===== config.mk =====
export PLATFORM = sky130hd
export DESIGN_NAME = spchar_irq_unit
export DESIGN_NICKNAME = d
export VERILOG_FILES = /design/src/rtl/spchar_pkg.sv /design/src/rtl/spchar_matcher.sv /design/src/rtl/spchar_break_det.sv /design/src/rtl/spchar_flag_reg.sv /design/src/rtl/spchar_irq_unit.sv
export SDC_FILE = /design/constraint.sdc
export NUM_CORES = 1
export LEC_CHECK = 0
export ABC_AREA = 1
export BUFFER_PORTS_ARGS = -buffer_cell sky130_fd_sc_hd__buf_4
export CORE_MARGIN = 5
export CORE_UTILIZATION = 47
export CTS_BUF_LIST = sky130_fd_sc_hd__clkbuf_8 sky130_fd_sc_hd__clkbuf_16
export CTS_CLUSTER_DIAMETER = 120
export DETAILED_ROUTE_END_ITERATION = 8
export PLACE_DENSITY = 0.91
export SLEW_MARGIN = 20
export SYNTH_ARGS = -nofsm -noshare
export SYNTH_HDL_FRONTEND = slang
export SYNTH_HIERARCHICAL = 1
export SYNTH_SLANG_ARGS = --single-unit

===== constraint.sdc =====
create_clock -name clk -period 3.3 [get_ports clk]
set_clock_uncertainty 0.15 [all_clocks]
set_input_delay 0.99 -clock clk [delete_from_list [all_inputs] [get_ports clk]]
set_output_delay 0.99 -clock clk [all_outputs]
set_load 0.01 [all_outputs]

===== src/rtl/spchar_pkg.sv =====
package spchar_pkg;
  localparam int NUM_FLAGS = 6;
  localparam int REG_W     = 8;
  localparam int CHAR_W    = 8;
  localparam int NUM_MATCH = 4;
  localparam int MIN_DATA  = 5;
  localparam int MAX_LEN   = 1 + 8 + 1 + 2;
  localparam int LEN_W     = $clog2(MAX_LEN + 1);
  localparam int FLG_ON1   = 0;
  localparam int FLG_ON2   = 1;
  localparam int FLG_OFF1  = 2;
  localparam int FLG_OFF2  = 3;
  localparam int FLG_BRK   = 4;
  localparam int FLG_ADDR  = 5;
endpackage


===== src/rtl/spchar_matcher.sv =====
module spchar_matcher
  import spchar_pkg::*;
(
  input  logic                            clk,
  input  logic                            rst,
  input  logic                            rx_valid,
  input  logic [CHAR_W-1:0]               rx_data,
  input  logic                            rx_bit9,
  input  logic                            special_en,
  input  logic                            multidrop_en,
  input  logic [NUM_MATCH-1:0][CHAR_W-1:0] match_chars,
  output logic [NUM_MATCH-1:0]            fc_set,
  output logic                            addr_set
);
  logic [NUM_MATCH-1:0] hit;

  genvar g;
  generate
    for (g = 0; g < NUM_MATCH; g++) begin : g_cmp
      assign hit[g] = (rx_data == match_chars[g]);
    end
  endgenerate

  always_comb begin
    fc_set   = (rx_valid && special_en) ? hit : '0;
    addr_set = rx_valid && multidrop_en && rx_bit9;
  end

  // flow-control sets need the mode and a strobe
  a_r4_fc_gated: assert property (@(posedge clk) disable iff (rst)
    (|fc_set) |-> (special_en && rx_valid));
  // address set needs the 9th bit
  a_r5_addr_gated: assert property (@(posedge clk) disable iff (rst)
    addr_set |-> (rx_bit9 && multidrop_en));
endmodule


===== src/rtl/spchar_break_det.sv =====
module spchar_break_det
  import spchar_pkg::*;
#(
  parameter int SYNC_STAGES = 2
)(
  input  logic       clk,
  input  logic       rst,
  input  logic       rx_line,
  input  logic       bit_tick,
  input  logic [1:0] cfg_data_bits,
  input  logic       cfg_parity_en,
  input  logic       cfg_two_stop,
  output logic       brk_set
);
  logic             line_s;
  logic [LEN_W-1:0] char_len;
  logic [LEN_W-1:0] cnt_q;
  logic             armed_q;

  generate
    if (SYNC_STAGES <= 1) begin : g_sync1
      logic s_q;
      always_ff @(posedge clk) begin
        if (rst) s_q <= 1'b1;
        else     s_q <= rx_line;
      end
      assign line_s = s_q;
    end else begin : g_syncn
      logic [SYNC_STAGES-1:0] s_q;
      always_ff @(posedge clk) begin
        if (rst) s_q <= '1;
        else     s_q <= {s_q[SYNC_STAGES-2:0], rx_line};
      end
      assign line_s = s_q[SYNC_STAGES-1];
    end
  endgenerate

  always_comb begin
    char_len = LEN_W'(1 + MIN_DATA) + LEN_W'(cfg_data_bits)
             + LEN_W'(cfg_parity_en) + (cfg_two_stop ? LEN_W'(2) : LEN_W'(1));
  end

  assign brk_set = bit_tick && !line_s && armed_q && (cnt_q >= char_len);

  always_ff @(posedge clk) begin
    if (rst) begin
      cnt_q   <= '0;
      armed_q <= 1'b1;
    end else if (line_s) begin
      cnt_q   <= '0;
      armed_q <= 1'b1;
    end else if (bit_tick) begin
      if (brk_set)
        armed_q <= 1'b0;
      else if (cnt_q < char_len)
        cnt_q <= cnt_q + 1'b1;
    end
  end

  // a high line clears the low-period count
  a_r7_rearm_clears: assert property (@(posedge clk) disable iff (rst)
    line_s |=> (cnt_q == '0 && armed_q));
  // one break per low period
  a_r7_single_fire: assert property (@(posedge clk) disable iff (rst)
    brk_set |=> !armed_q);
  // counter never passes the limit
  a_r6_count_bound: assert property (@(posedge clk) disable iff (rst)
    cnt_q <= LEN_W'(MAX_LEN));
endmodule


===== src/rtl/spchar_flag_reg.sv =====
module spchar_flag_reg
  import spchar_pkg::*;
#(
  parameter int              ADDR_W    = 8,
  parameter logic [ADDR_W-1:0] FLAG_ADDR = 8'h06
)(
  input  logic                 clk,
  input  logic                 rst,
  input  logic [NUM_FLAGS-1:0] set_i,
  input  logic [NUM_FLAGS-1:0] mask_i,
  input  logic                 rd_en,
  input  logic [ADDR_W-1:0]    rd_addr,
  output logic [REG_W-1:0]     rd_data,
  output logic                 irq
);
  logic [NUM_FLAGS-1:0] flag_q;
  logic [NUM_FLAGS-1:0] flag_d;
  logic                 rd_hit;

  assign rd_hit = rd_en && (rd_addr == FLAG_ADDR);

  always_comb begin
    if (rd_hit) flag_d = set_i;
    else        flag_d = flag_q | set_i;
  end

  always_ff @(posedge clk) begin
    if (rst) begin
      flag_q  <= '0;
      rd_data <= '0;
      irq     <= 1'b0;
    end else begin
      flag_q <= flag_d;
      irq    <= |(flag_d & mask_i);
      if (rd_en)
        rd_data <= rd_hit ? {{(REG_W-NUM_FLAGS){1'b0}}, flag_q} : '0;
    end
  end

  // a read leaves only same-cycle sets
  a_r3_read_clears: assert property (@(posedge clk) disable iff (rst)
    rd_hit |=> (flag_q == $past(set_i)));
  // a set always lands
  a_r8_set_wins: assert property (@(posedge clk) disable iff (rst)
    (|set_i) |=> ((flag_q & $past(set_i)) == $past(set_i)));
  // flags held without a read
  a_r9_sticky: assert property (@(posedge clk) disable iff (rst)
    !rd_hit |=> ((flag_q & $past(flag_q)) == $past(flag_q)));
  // summary follows masked flags
  a_r9_irq_gate: assert property (@(posedge clk) disable iff (rst)
    1'b1 |=> (irq == |(flag_q & $past(mask_i))));
  // read data reflects pre-read flags
  a_r2_read_value: assert property (@(posedge clk) disable iff (rst)
    rd_hit |=> (rd_data == {{(REG_W-NUM_FLAGS){1'b0}}, $past(flag_q)}));
endmodule


===== src/rtl/spchar_irq_unit.sv =====
module spchar_irq_unit
  import spchar_pkg::*;
#(
  parameter int                ADDR_W      = 8,
  parameter logic [ADDR_W-1:0] FLAG_ADDR   = 8'h06,
  parameter int                SYNC_STAGES = 2
)(
  input  logic              clk,
  input  logic              rst,
  input  logic              rx_valid,
  input  logic [7:0]        rx_data,
  input  logic              rx_bit9,
  input  logic              rx_line,
  input  logic              bit_tick,
  input  logic              cfg_special_en,
  input  logic              cfg_multidrop_en,
  input  logic [1:0]        cfg_data_bits,
  input  logic              cfg_parity_en,
  input  logic              cfg_two_stop,
  input  logic [7:0]        match_on1,
  input  logic [7:0]        match_on2,
  input  logic [7:0]        match_off1,
  input  logic [7:0]        match_off2,
  input  logic [5:0]        irq_mask,
  input  logic              rd_en,
  input  logic [ADDR_W-1:0] rd_addr,
  output logic [7:0]        rd_data,
  output logic              irq
);
  logic [NUM_MATCH-1:0][CHAR_W-1:0] match_chars;
  logic [NUM_MATCH-1:0]             fc_set;
  logic                             addr_set;
  logic                             brk_set;
  logic [NUM_FLAGS-1:0]             set_vec;

  always_comb begin
    match_chars[FLG_ON1]  = match_on1;
    match_chars[FLG_ON2]  = match_on2;
    match_chars[FLG_OFF1] = match_off1;
    match_chars[FLG_OFF2] = match_off2;
    set_vec               = '0;
    set_vec[FLG_OFF2:FLG_ON1] = fc_set;
    set_vec[FLG_BRK]      = brk_set;
    set_vec[FLG_ADDR]     = addr_set;
  end

  spchar_matcher u_match (
    .clk          (clk),
    .rst          (rst),
    .rx_valid     (rx_valid),
    .rx_data      (rx_data),
    .rx_bit9      (rx_bit9),
    .special_en   (cfg_special_en),
    .multidrop_en (cfg_multidrop_en),
    .match_chars  (match_chars),
    .fc_set       (fc_set),
    .addr_set     (addr_set)
  );

  spchar_break_det #(.SYNC_STAGES(SYNC_STAGES)) u_brk (
    .clk           (clk),
    .rst           (rst),
    .rx_line       (rx_line),
    .bit_tick      (bit_tick),
    .cfg_data_bits (cfg_data_bits),
    .cfg_parity_en (cfg_parity_en),
    .cfg_two_stop  (cfg_two_stop),
    .brk_set       (brk_set)
  );

  spchar_flag_reg #(.ADDR_W(ADDR_W), .FLAG_ADDR(FLAG_ADDR)) u_flags (
    .clk     (clk),
    .rst     (rst),
    .set_i   (set_vec),
    .mask_i  (irq_mask),
    .rd_en   (rd_en),
    .rd_addr (rd_addr),
    .rd_data (rd_data),
    .irq     (irq)
  );
endmodule


==> results of run 1 <==
through the flow:
step	hold WS (ns)	cell area, µm²
2_1_floorplan	0.233	1650
5_1_grt	0.290	2270
6_report	0.262	2270
3_5_place_dp	0.247	2230
4_1_cts	0.263	2270
3_3_place_gp	0.238	2230
cells in the final DEF (no fill, tap or decap), types with 2 or more instances in the layout:
| cell | n |
|---|---|
| sky130_fd_sc_hd__inv_1 | 45 |
| sky130_fd_sc_hd__nand2_1 | 112 |
| sky130_fd_sc_hd__inv_2 | 9 |
| sky130_fd_sc_hd__nand3_1 | 10 |
| sky130_fd_sc_hd__ha_1 | 8 |
| sky130_fd_sc_hd__conb_1 | 2 |
| sky130_fd_sc_hd__or2_1 | 2 |
| sky130_fd_sc_hd__buf_4 | 73 |
| sky130_fd_sc_hd__nand2_2 | 2 |
| sky130_fd_sc_hd__xor2_1 | 2 |
| sky130_fd_sc_hd__clkbuf_8 | 3 |
| sky130_fd_sc_hd__nor2_1 | 31 |
| sky130_fd_sc_hd__a21oi_1 | 14 |
| sky130_fd_sc_hd__dfxtp_1 | 20 |
| sky130_fd_sc_hd__xnor2_1 | 8 |
| sky130_fd_sc_hd__nor2_2 | 6 |
logic make-up (layout without fill, tap and decap cells):
family | after synthesis | after routing | synth area share (%)
AND/OR/NAND/NOR | 169 | 169 | 42.7
other | 1 | 2 | 0.228
buffers and inverters | 60 | 132 | 15.1
adder cells (fa/ha/maj) | 9 | 9 | 7.30
AO/OA/AOI/OAI | 16 | 16 | 5.10
flip-flops | 20 | 20 | 24.3
XOR/XNOR | 10 | 10 | 5.32
cells in the mapped netlist, drive strengths merged:
cell type / number
nand2: 115
inv: 54
nor2: 38
dfxtp: 20
a21oi: 15
nand3: 11
ha: 8
xnor2: 8
buf: 3
or2: 2
xor2: 2
and3: 1
bufinv: 1
clkbuf: 1
clkinv: 1
conb: 1
fa: 1
nand3b: 1
nand4: 1
o21ai: 1
worst max-delay path by stage:
stage,from,to,slack (ns),cells past startpoint
after floorplan,cfg_data_bits[0],u_flags/irq$_SDFF_PP0_,0.25,17
after global placement,cfg_data_bits[0],u_flags/irq$_SDFF_PP0_,0.1,18
after detailed placement,cfg_data_bits[0],u_flags/irq$_SDFF_PP0_,-0.03,18
after CTS,cfg_data_bits[0],u_flags/irq$_SDFF_PP0_,0.25,18
after global routing,cfg_data_bits[0],u_flags/irq$_SDFF_PP0_,0.12,18
final,cfg_data_bits[0],u_flags/irq$_SDFF_PP0_,0.24,18
per-layer routing:
layer / share of wire, % / track usage, %
met1: 42 / 18.4
met2: 50 / 30.5
met3: 7.6 / 4.51
met4: 1.1 / 5.86
met5: 0 / 0
power breakdown:
group | switching, µW | internal, µW
combinational | 83.1 | 92.1
sequential | 1.58 | 245
clock | 71.2 | 81.1
cell type report:
| class | instances | area, µm² | share of cell area (%) |
|---|---|---|---|
| clock buffer | 3 | 41.3 | 1.82 |
| inverter | 56 | 224 | 9.86 |
| multi-input combinational | 206 | 1000 | 44.1 |
| sequential | 20 | 400 | 17.6 |
| tap | 46 | 57.6 | 2.53 |
| timing repair buffer | 73 | 548 | 24.1 |
registers in the layout, indices dropped and copies added (netlist names):
name and flops:
u_flags/flag_q 6, u_flags/rd_data 6, u_brk/cnt_q 4, u_brk/g_syncn.s_q 2, u_brk/armed_q 1, u_flags/irq 1
critical path: stages:
cell and delay [ns]:
sky130_fd_sc_hd__buf_4 0.11, sky130_fd_sc_hd__fa_1 0.42, sky130_fd_sc_hd__ha_1 0.19, sky130_fd_sc_hd__inv_1 0.06
sky130_fd_sc_hd__ha_1 0.22, sky130_fd_sc_hd__ha_1 0.29, sky130_fd_sc_hd__nand2_1 0.09, sky130_fd_sc_hd__inv_1 0.04
sky130_fd_sc_hd__nand2_1 0.07, sky130_fd_sc_hd__nand3_1 0.08, sky130_fd_sc_hd__nand2_2 0.12, sky130_fd_sc_hd__inv_1 0.05
sky130_fd_sc_hd__inv_1 0.06, sky130_fd_sc_hd__nand2_1 0.05, sky130_fd_sc_hd__nand2_1 0.05, sky130_fd_sc_hd__nand2_1 0.05
sky130_fd_sc_hd__inv_1 0.06, sky130_fd_sc_hd__a21oi_1 0.06
==> tab_implementation.tex, run 1 <==
\begin{tabular}{lr}
\hline
Metric & Value \\
\hline
\multicolumn{2}{l}{\textbf{CTS}} \\
Insertion delay of the later-clocked pin in the worst-skew pair & 0.25 ns \\
Worst-case clock buffer depth & 2 \\
Num Clock Sinks & 20 \\
Clock tree from TritonCTS & built \\
Post-CTS setup buffers & 0 \\
Deepest level of the CTS H-tree & 1 \\
Quantity of hold-fixing buffers added after cts & 0 \\
Clock buffers created by TritonCTS & 3 \\
CTS clk-pin slew, worst paths & 0.07 ns \\
Clock root buffer master & sky130\_fd\_sc\_hd\_\_clkbuf\_8 \\
Cts repair resizes & 0 \\
\multicolumn{2}{l}{\textbf{STA}} \\
Minimum clock period after layout & 3.06 ns \\
Setup TNS & 0 ns \\
Hold Vio Cnt, Final & 0 \\
Pins over their slew limit & 0 \\
Setup ws final & 0.241 ns \\
Unrepaired setup endpoints after global routing & false \\
Final cycle utilization of the critical path & 92.7\% \\
Peak Freq & 0.327 GHz \\
Number of setup violations in the final report & 0 \\
\multicolumn{2}{l}{\textbf{Flow run}} \\
Max-cap violations & 0 \\
\multicolumn{2}{l}{\textbf{Floorplanning}} \\
Die extent in x & 69.2 µm \\
Chip Height & approximately 70 µm \\
Cell row count & 21 \\
Core Footprint & 3360 µm² \\
Die ar. & roughly 4800 µm² \\
Num ports & 76 \\
Starting Density & 48.9\% \\
\multicolumn{2}{l}{\textbf{Yosys}} \\
Number of unique standard cell types used by synthesis & 28 \\
Main area contributors after synthesis & sky130\_fd\_sc\_hd\_\_nand2\_1 26\%, sky130\_fd\_sc\_hd\_\_dfxtp\_1 24\%, sky130\_fd\_sc\_hd\_\_inv\_1 10\% \\
Top cell type by total area after synthesis & sky130\_fd\_sc\_hd\_\_nand2\_1 \\
Post-Syn Area per Cell & just under 6 µm² \\
Synthesis warning total & 6 \\
Sequential element share of the synthesized area & 24.3\% \\
Synthesis-stage register bit count & 20 \\
Post-Syn Instances & roughly 290 \\
Proportion of netlist area held by the largest area contributor & 25.6\% \\
Netlist Area Pre-Place & 1650 µm² \\
\multicolumn{2}{l}{\textbf{Min path}} \\
Path class of the lowest-slack min-delay path & flop to flop \\
Critical hold path startpoint & u\_brk/g\_syncn.s\_q[0]\$\_SDFF\_PP1\_ \\
Number of stages on the worst hold path & 1 \\
Hold-critical path endpoint & u\_brk/g\_syncn.s\_q[1]\$\_SDFF\_PP1\_ \\
\multicolumn{2}{l}{\textbf{Placed design}} \\
Post-Place Setup Slack & -0.0348 ns \\
DP HPWL & 3.56 mm \\
GP Congestion & around 0.90 \\
Number of buffer cells added on primary ports & 73 \\
Count of placed standard cells including taps & 401 \\
\multicolumn{2}{l}{\textbf{Cells and area}} \\
Nets@finish & 436 \\
Final cell utilization of the core & 67.6\% \\
Non-filler instance count after layout & 404 \\
ANT cells & 0 \\
Proportion of layout cells with a drive suffix above 1 & 27.4\% \\
Area added between synthesis and finish & 38.1\% \\
Filler cell count & roughly 310 \\
\multicolumn{2}{l}{\textbf{Drt}} \\
Vias & 1820 \\
Post-detailed-route count of antenna-violating nets & 0 \\
Iter 0 DRT Violations & 75 \\
Average wire length per cell after detail routing & 10.1 µm \\
Post-detailed-route DRC marker count & 0 \\
Number of vias per cell after detailed routing & roughly 4.5 \\
Total Routed Length & 4.07 mm \\
First-pass iteration count of the detailed router & 4 \\
\multicolumn{2}{l}{\textbf{Critical path}} \\
Cell depth of the worst flop-to-flop path & 12 \\
Setup CP Type & input port to flop \\
Reg2Reg Capture Point & u\_flags/irq\$\_SDFF\_PP0\_ \\
Maximum fanout along the worst path & 4 \\
Arr. time, crit path & roughly 3.1 ns \\
Sort of element at the end of the critical path & flop \\
R2R setup slack & 1.53 ns \\
Source of the worst register-to-register timing path & u\_brk/cnt\_q[0]\$\_SDFFE\_PP0P\_ \\
Critical Path RT & between 3 and 4 ns \\
CP Launch Type & input port \\
\multicolumn{2}{l}{\textbf{Status}} \\
Result of the run & finished clean \\
\multicolumn{2}{l}{\textbf{Global routing}} \\
Global-route wire length before repair & between 6 and 7 mm \\
Antenna violations before repair & 0 \\
Pin count of the biggest net entering global routing & 17 \\
GRT Residual Overflow & 0 \\
Number of global-route vias before repair & approximately 1.7k \\
Overall routing resource usage & around 17\% \\
\multicolumn{2}{l}{\textbf{Power and ir drop}} \\
Leakage Power & 0.00132 µW \\
Worst IR Drop VDD & roughly 130 µV \\
Total power density per cell area & 252 nW/µm² \\
Overall power after layout & around 570 µW \\
\hline
\end{tabular}
Power figures use the tool's default switching activity.
==> run 2: changes to the inputs <==
--- a/config.mk
+++ b/config.mk
@@ -5,14 +5,16 @@
 export SDC_FILE = /design/constraint.sdc
 export NUM_CORES = 1
 export LEC_CHECK = 0
-export ABC_AREA = 1
 export BUFFER_PORTS_ARGS = -buffer_cell sky130_fd_sc_hd__buf_4
+export CELL_PAD_IN_SITES_DETAIL_PLACEMENT = 0
+export CELL_PAD_IN_SITES_GLOBAL_PLACEMENT = 1
 export CORE_MARGIN = 5
-export CORE_UTILIZATION = 47
+export CORE_UTILIZATION = 33
 export CTS_BUF_LIST = sky130_fd_sc_hd__clkbuf_8 sky130_fd_sc_hd__clkbuf_16
 export CTS_CLUSTER_DIAMETER = 120
 export DETAILED_ROUTE_END_ITERATION = 8
 export PLACE_DENSITY = 0.91
+export RECOVER_POWER = 50
 export SLEW_MARGIN = 20
 export SYNTH_ARGS = -nofsm -noshare
 export SYNTH_HDL_FRONTEND = slang
==> run 2 against run 1 <==
Sequential power barely moved; sequential cell count did not move; cell count fell by 26%; worst hold slack improved by 0.016 ns; core utilization fell by 21 points; non-clock buffer count rose by 4; die area rose by 30%; clock power rose by 18%; critical path type unchanged; largest power group unchanged.
==> tab_implementation.tex, run 2 <==
\begin{tabular}{lr}
\hline
Metric & Value \\
\hline
\multicolumn{2}{l}{\textbf{Status}} \\
Result of the run & finished clean \\
\multicolumn{2}{l}{\textbf{Floorplanning}} \\
Starting Density & 33.6\% (-15 points) \\
Die extent in x & 78.9 µm (+14\%) \\
Die ar. & 6230 µm² (+30\%) \\
Num ports & 76 (unchanged) \\
Cell row count & 25 (+19\%) \\
Chip Height & 78.9 µm (+14\%) \\
Core Footprint & 4660 µm² (+39\%) \\
\multicolumn{2}{l}{\textbf{Yosys}} \\
Fraction of the mapped netlist area in adder cells & 7.66\% (+0.36 points) \\
Post-Syn Instances & 171 (-40\%) \\
Top cell type by total area after synthesis & sky130\_fd\_sc\_hd\_\_dfxtp\_1 \\
Main flop type after synthesis & sky130\_fd\_sc\_hd\_\_dfxtp\_1 \\
Number of unique standard cell types used by synthesis & 43 (+54\%) \\
Main area contributors after synthesis & sky130\_fd\_sc\_hd\_\_dfxtp\_1 26\%, sky130\_fd\_sc\_hd\_\_xnor2\_1 15\%, sky130\_fd\_sc\_hd\_\_ha\_1 6.4\% \\
Number of synthesized flops with an enable pin & 0 (unchanged) \\
Largest family of logic cells by synthesized area & simple AND/OR/NAND/NOR gates \\
Netlist Area Pre-Place & 1570 µm² (-4.7\%) \\
Synth cell count leaders & 26 x sky130\_fd\_sc\_hd\_\_xnor2\_1, 20 x sky130\_fd\_sc\_hd\_\_dfxtp\_1, 8 x sky130\_fd\_sc\_hd\_\_ha\_1, 8 x sky130\_fd\_sc\_hd\_\_inv\_1, 8 x sky130\_fd\_sc\_hd\_\_nand2\_1 \\
Multiplexer area fraction after synthesis & 2.55\% (+2.6 points) \\
XOR/XNOR share of the synthesized area & 18.8\% (+14 points) \\
Proportion of register bits with asynchronous set or reset after synthesis & 0\% (unchanged) \\
Most frequently used cell type in the post-synthesis netlist & sky130\_fd\_sc\_hd\_\_xnor2\_1 \\
Synthesis warning total & 6 (unchanged) \\
Sequential element share of the synthesized area & 25.5\% (+1.2 points) \\
Synthesis-stage register bit count & 20 (unchanged) \\
Synthesized-area fraction occupied by and/or/nand/nor cells & 24.3\% (-18 points) \\
Complex-gate fraction of the synthesized area & 12.8\% (+7.7 points) \\
Post-Syn Area per Cell & 9.17 µm² (+59\%) \\
Proportion of netlist area held by the largest area contributor & 25.5\% (about the same) \\
\multicolumn{2}{l}{\textbf{STA}} \\
Slew at the pin with the worst max-slew slack & approximately 0.52 ns \\
Relative slew slack & 64.9\% \\
Hold Vio Cnt, Final & 0 (unchanged) \\
Minimum clock period after layout & 3.16 ns (+0.103 ns) \\
Setup ws final & 0.138 ns (-0.103 ns) \\
Number of setup violations in the final report & 0 (unchanged) \\
Peak Freq & 0.316 GHz (-3.2\%) \\
Pins over their slew limit & 0 (unchanged) \\
Unrepaired setup endpoints after global routing & false \\
Final cycle utilization of the critical path & 95.8\% (+3.1 points) \\
\multicolumn{2}{l}{\textbf{Drt}} \\
Average wire length per cell after detail routing & 12.7 µm (+26\%) \\
Iter 0 DRT Violations & 29 (-61\%) \\
First-pass iteration count of the detailed router & 3 (-1) \\
Post-detailed-route count of antenna-violating nets & 0 (unchanged) \\
Vias & 1391 (-24\%) \\
Total Routed Length & 3.78 mm (-7.0\%) \\
Post-detailed-route DRC marker count & 0 (unchanged) \\
Number of vias per cell after detailed routing & 4.68 (+4.0\%) \\
\multicolumn{2}{l}{\textbf{Placed design}} \\
Post-Place Setup Slack & -0.138 ns (-0.103 ns) \\
Placed cell area & 2130 µm² (-4.4\%) \\
Number of buffer cells added on primary ports & 73 (unchanged) \\
GP Congestion & 0.811 (-10\%) \\
DP HPWL & 3.36 mm (-5.6\%) \\
\multicolumn{2}{l}{\textbf{Global routing}} \\
Pin count of the biggest net entering global routing & 21 (+4) \\
Antenna violations before repair & 0 (unchanged) \\
Overall routing resource usage & 12.1\% (-4.7 points) \\
Number of global-route vias before repair & 1418 (-17\%) \\
Global-route wire length before repair & 6.09 mm (-10\%) \\
GRT Residual Overflow & 0 (unchanged) \\
\multicolumn{2}{l}{\textbf{CTS}} \\
Deepest level of the CTS H-tree & 1 (unchanged) \\
Worst-case clock buffer depth & 2 (unchanged) \\
Insertion delay of the later-clocked pin in the worst-skew pair & 0.25 ns (about the same) \\
Clock tree from TritonCTS & built \\
Clock buffers created by TritonCTS & 3 (unchanged) \\
Num Clock Sinks & 20 (unchanged) \\
Cts repair resizes & 0 (unchanged) \\
Quantity of hold-fixing buffers added after cts & 0 (unchanged) \\
Post-CTS setup buffers & 0 (unchanged) \\
CTS clk-pin slew, worst paths & 0.07 ns (about the same) \\
Clock root buffer master & sky130\_fd\_sc\_hd\_\_clkbuf\_8 \\
\multicolumn{2}{l}{\textbf{Cells and area}} \\
Most frequent standard cell in the layout excluding fill and tap cells & sky130\_fd\_sc\_hd\_\_buf\_4 \\
ANT cells & 0 (unchanged) \\
Proportion of layout cells with a drive suffix above 1 & 41.6\% (+14 points) \\
Nets@finish & 320 (-27\%) \\
Area added between synthesis and finish & 37.3\% \\
Final cell utilization of the core & 46.2\% (-21 points) \\
Post-route design area & 2150 µm² (-5.3\%) \\
Regs by FF count & u\_flags/flag\_q: 6 flops, u\_flags/rd\_data: 6 flops, u\_brk/cnt\_q: 4 flops \\
Most frequent cells in the layout & 69 x sky130\_fd\_sc\_hd\_\_buf\_4, 26 x sky130\_fd\_sc\_hd\_\_xnor2\_1, 20 x sky130\_fd\_sc\_hd\_\_dfxtp\_1 \\
Filler cell count & 472 (+51\%) \\
\multicolumn{2}{l}{\textbf{Min path}} \\
Path class of the lowest-slack min-delay path & flop to flop \\
\multicolumn{2}{l}{\textbf{Critical path}} \\
Sort of element at the end of the critical path & flop \\
Critical Path Slowest Stage Cell & sky130\_fd\_sc\_hd\_\_fa\_1 \\
Maximum fanout along the worst path & 2 (-2) \\
Largest stage delay on the critical path & 0.41 ns (about the same) \\
CP Launch Type & input port \\
Critical Path RT & 3.29 ns (about the same) \\
Worst path most repeated cell & sky130\_fd\_sc\_hd\_\_ha\_1 \\
Arr. time, crit path & 3.15 ns (+0.10 ns) \\
Setup CP Type & input port to flop \\
Worst path cell trace & buf\_4 > fa\_1 > ha\_1 > inv\_1 > ha\_1 > ha\_1 > nand4\_2 > nand3\_2 > and4b\_1 > o21bai\_1 > a41oi\_1 > a22oi\_1 > o21ai\_1 \\
\multicolumn{2}{l}{\textbf{Power and ir drop}} \\
Total power density per cell area & 276 nW/µm² (+9.3\%) \\
Worst IR Drop VDD & 116 µV (-7.0\%) \\
Leakage Power & 0.000928 µW (-30\%) \\
\multicolumn{2}{l}{\textbf{Flow run}} \\
Max-cap violations & 0 (unchanged) \\
\hline
\end{tabular}
-- run 2: changes by cell type after synthesis, sizes merged, moves of 4 or more --
cell | before | now
xnor2 | 8 | 28
nor2 | 38 | 11
nand2 | 115 | 8
buf | 3 | 9
inv | 54 | 8
nand4 | 1 | 7
nor4 | 0 | 5
mux2i | 0 | 4
nor2b | 0 | 7
o21ai | 1 | 5
-- run 2: worst paths after layout --
path / startpoint / to / slack (ns) / cells after the start
worst max-delay path: cfg_data_bits[0] / u_flags/irq$_SDFF_PP0_ / 0.14 / 13
worst min-delay path: u_brk/g_syncn.s_q[0]$_SDFF_PP1_ / u_brk/g_syncn.s_q[1]$_SDFF_PP1_ / 0.28 / 1
worst max register to register: u_brk/cnt_q[1]$_SDFFE_PP0P_ / u_flags/irq$_SDFF_PP0_ / 1.30 / 9
worst min register to register: u_brk/g_syncn.s_q[0]$_SDFF_PP1_ / u_brk/g_syncn.s_q[1]$_SDFF_PP1_ / 0.28 / 1
-- run 2: power by group --
| part | leakage [µW] | internal (µW) | switching [µW] |
|---|---|---|---|
| Combinational | 0.000737 | 99.6 | 68.1 |
| Clock | 0.0000288 | 106 | 73.8 |
| Sequential | 0.000162 | 244 | 2.16 |
| Total | 0.000928 | 450 | 144 |
-- run 2: cells by family (layout without fill, tap and decap cells) --
| logic type | count (synthesis) | in the layout |
|---|---|---|
| AND/OR/NAND/NOR | 59 | 59 |
| XOR/XNOR | 32 | 32 |
| AO/OA/AOI/OAI | 28 | 28 |
| flip-flops | 20 | 20 |
| buffers and inverters | 18 | 89 |
| adder cells (fa/ha/maj) | 9 | 9 |
| multiplexers | 4 | 4 |
| other | 1 | 2 |
-- run 2: worst max-delay path: cells and delay by family --
family / cells / cell delay [ns]
and+or+nand+nor: 3 / 0.40
adders and majority gates: 4 / 1.13
buffers and inverters: 2 / 0.16
AOI/OAI and AO/OA: 4 / 0.47
-- run 2: cell type report --
cell class                      instances  area [µm²]  share of cell area [%]
Multi-Input combinational cell        134        1050                    48.8
Timing Repair Buffer                   77         548                    25.5
Sequential cell                        20         400                    18.6
Tap cell                               54        67.6                    3.14
Clock buffer                            4        55.1                    2.56
Inverter                                8        30.0                    1.40
-- run 2: through the flow --
step           total power, µW  hold slack, ns  std cells  TNS (ns)
5_1_grt                    631           0.299        297         0
6_report                   594           0.278        297         0
2_1_floorplan              342           0.239        172         0
4_1_cts                    606           0.277        297         0
3_5_place_dp               424           0.250        293    -0.138
3_3_place_gp               420           0.249        293   -0.0928
-- run 2: routing by layer --
| metal | vias to the layer above | part of all wire [%] | GRT usage (%) |
|---|---|---|---|
| li1 | 731 | - | - |
| met2 | 50 | 48 | 22.0 |
| met4 | 0 | 0.50 | 2.58 |
| met5 | - | 0 | 0 |
| met1 | 608 | 41 | 13.6 |
| met3 | 2 | 10 | 4.08 |
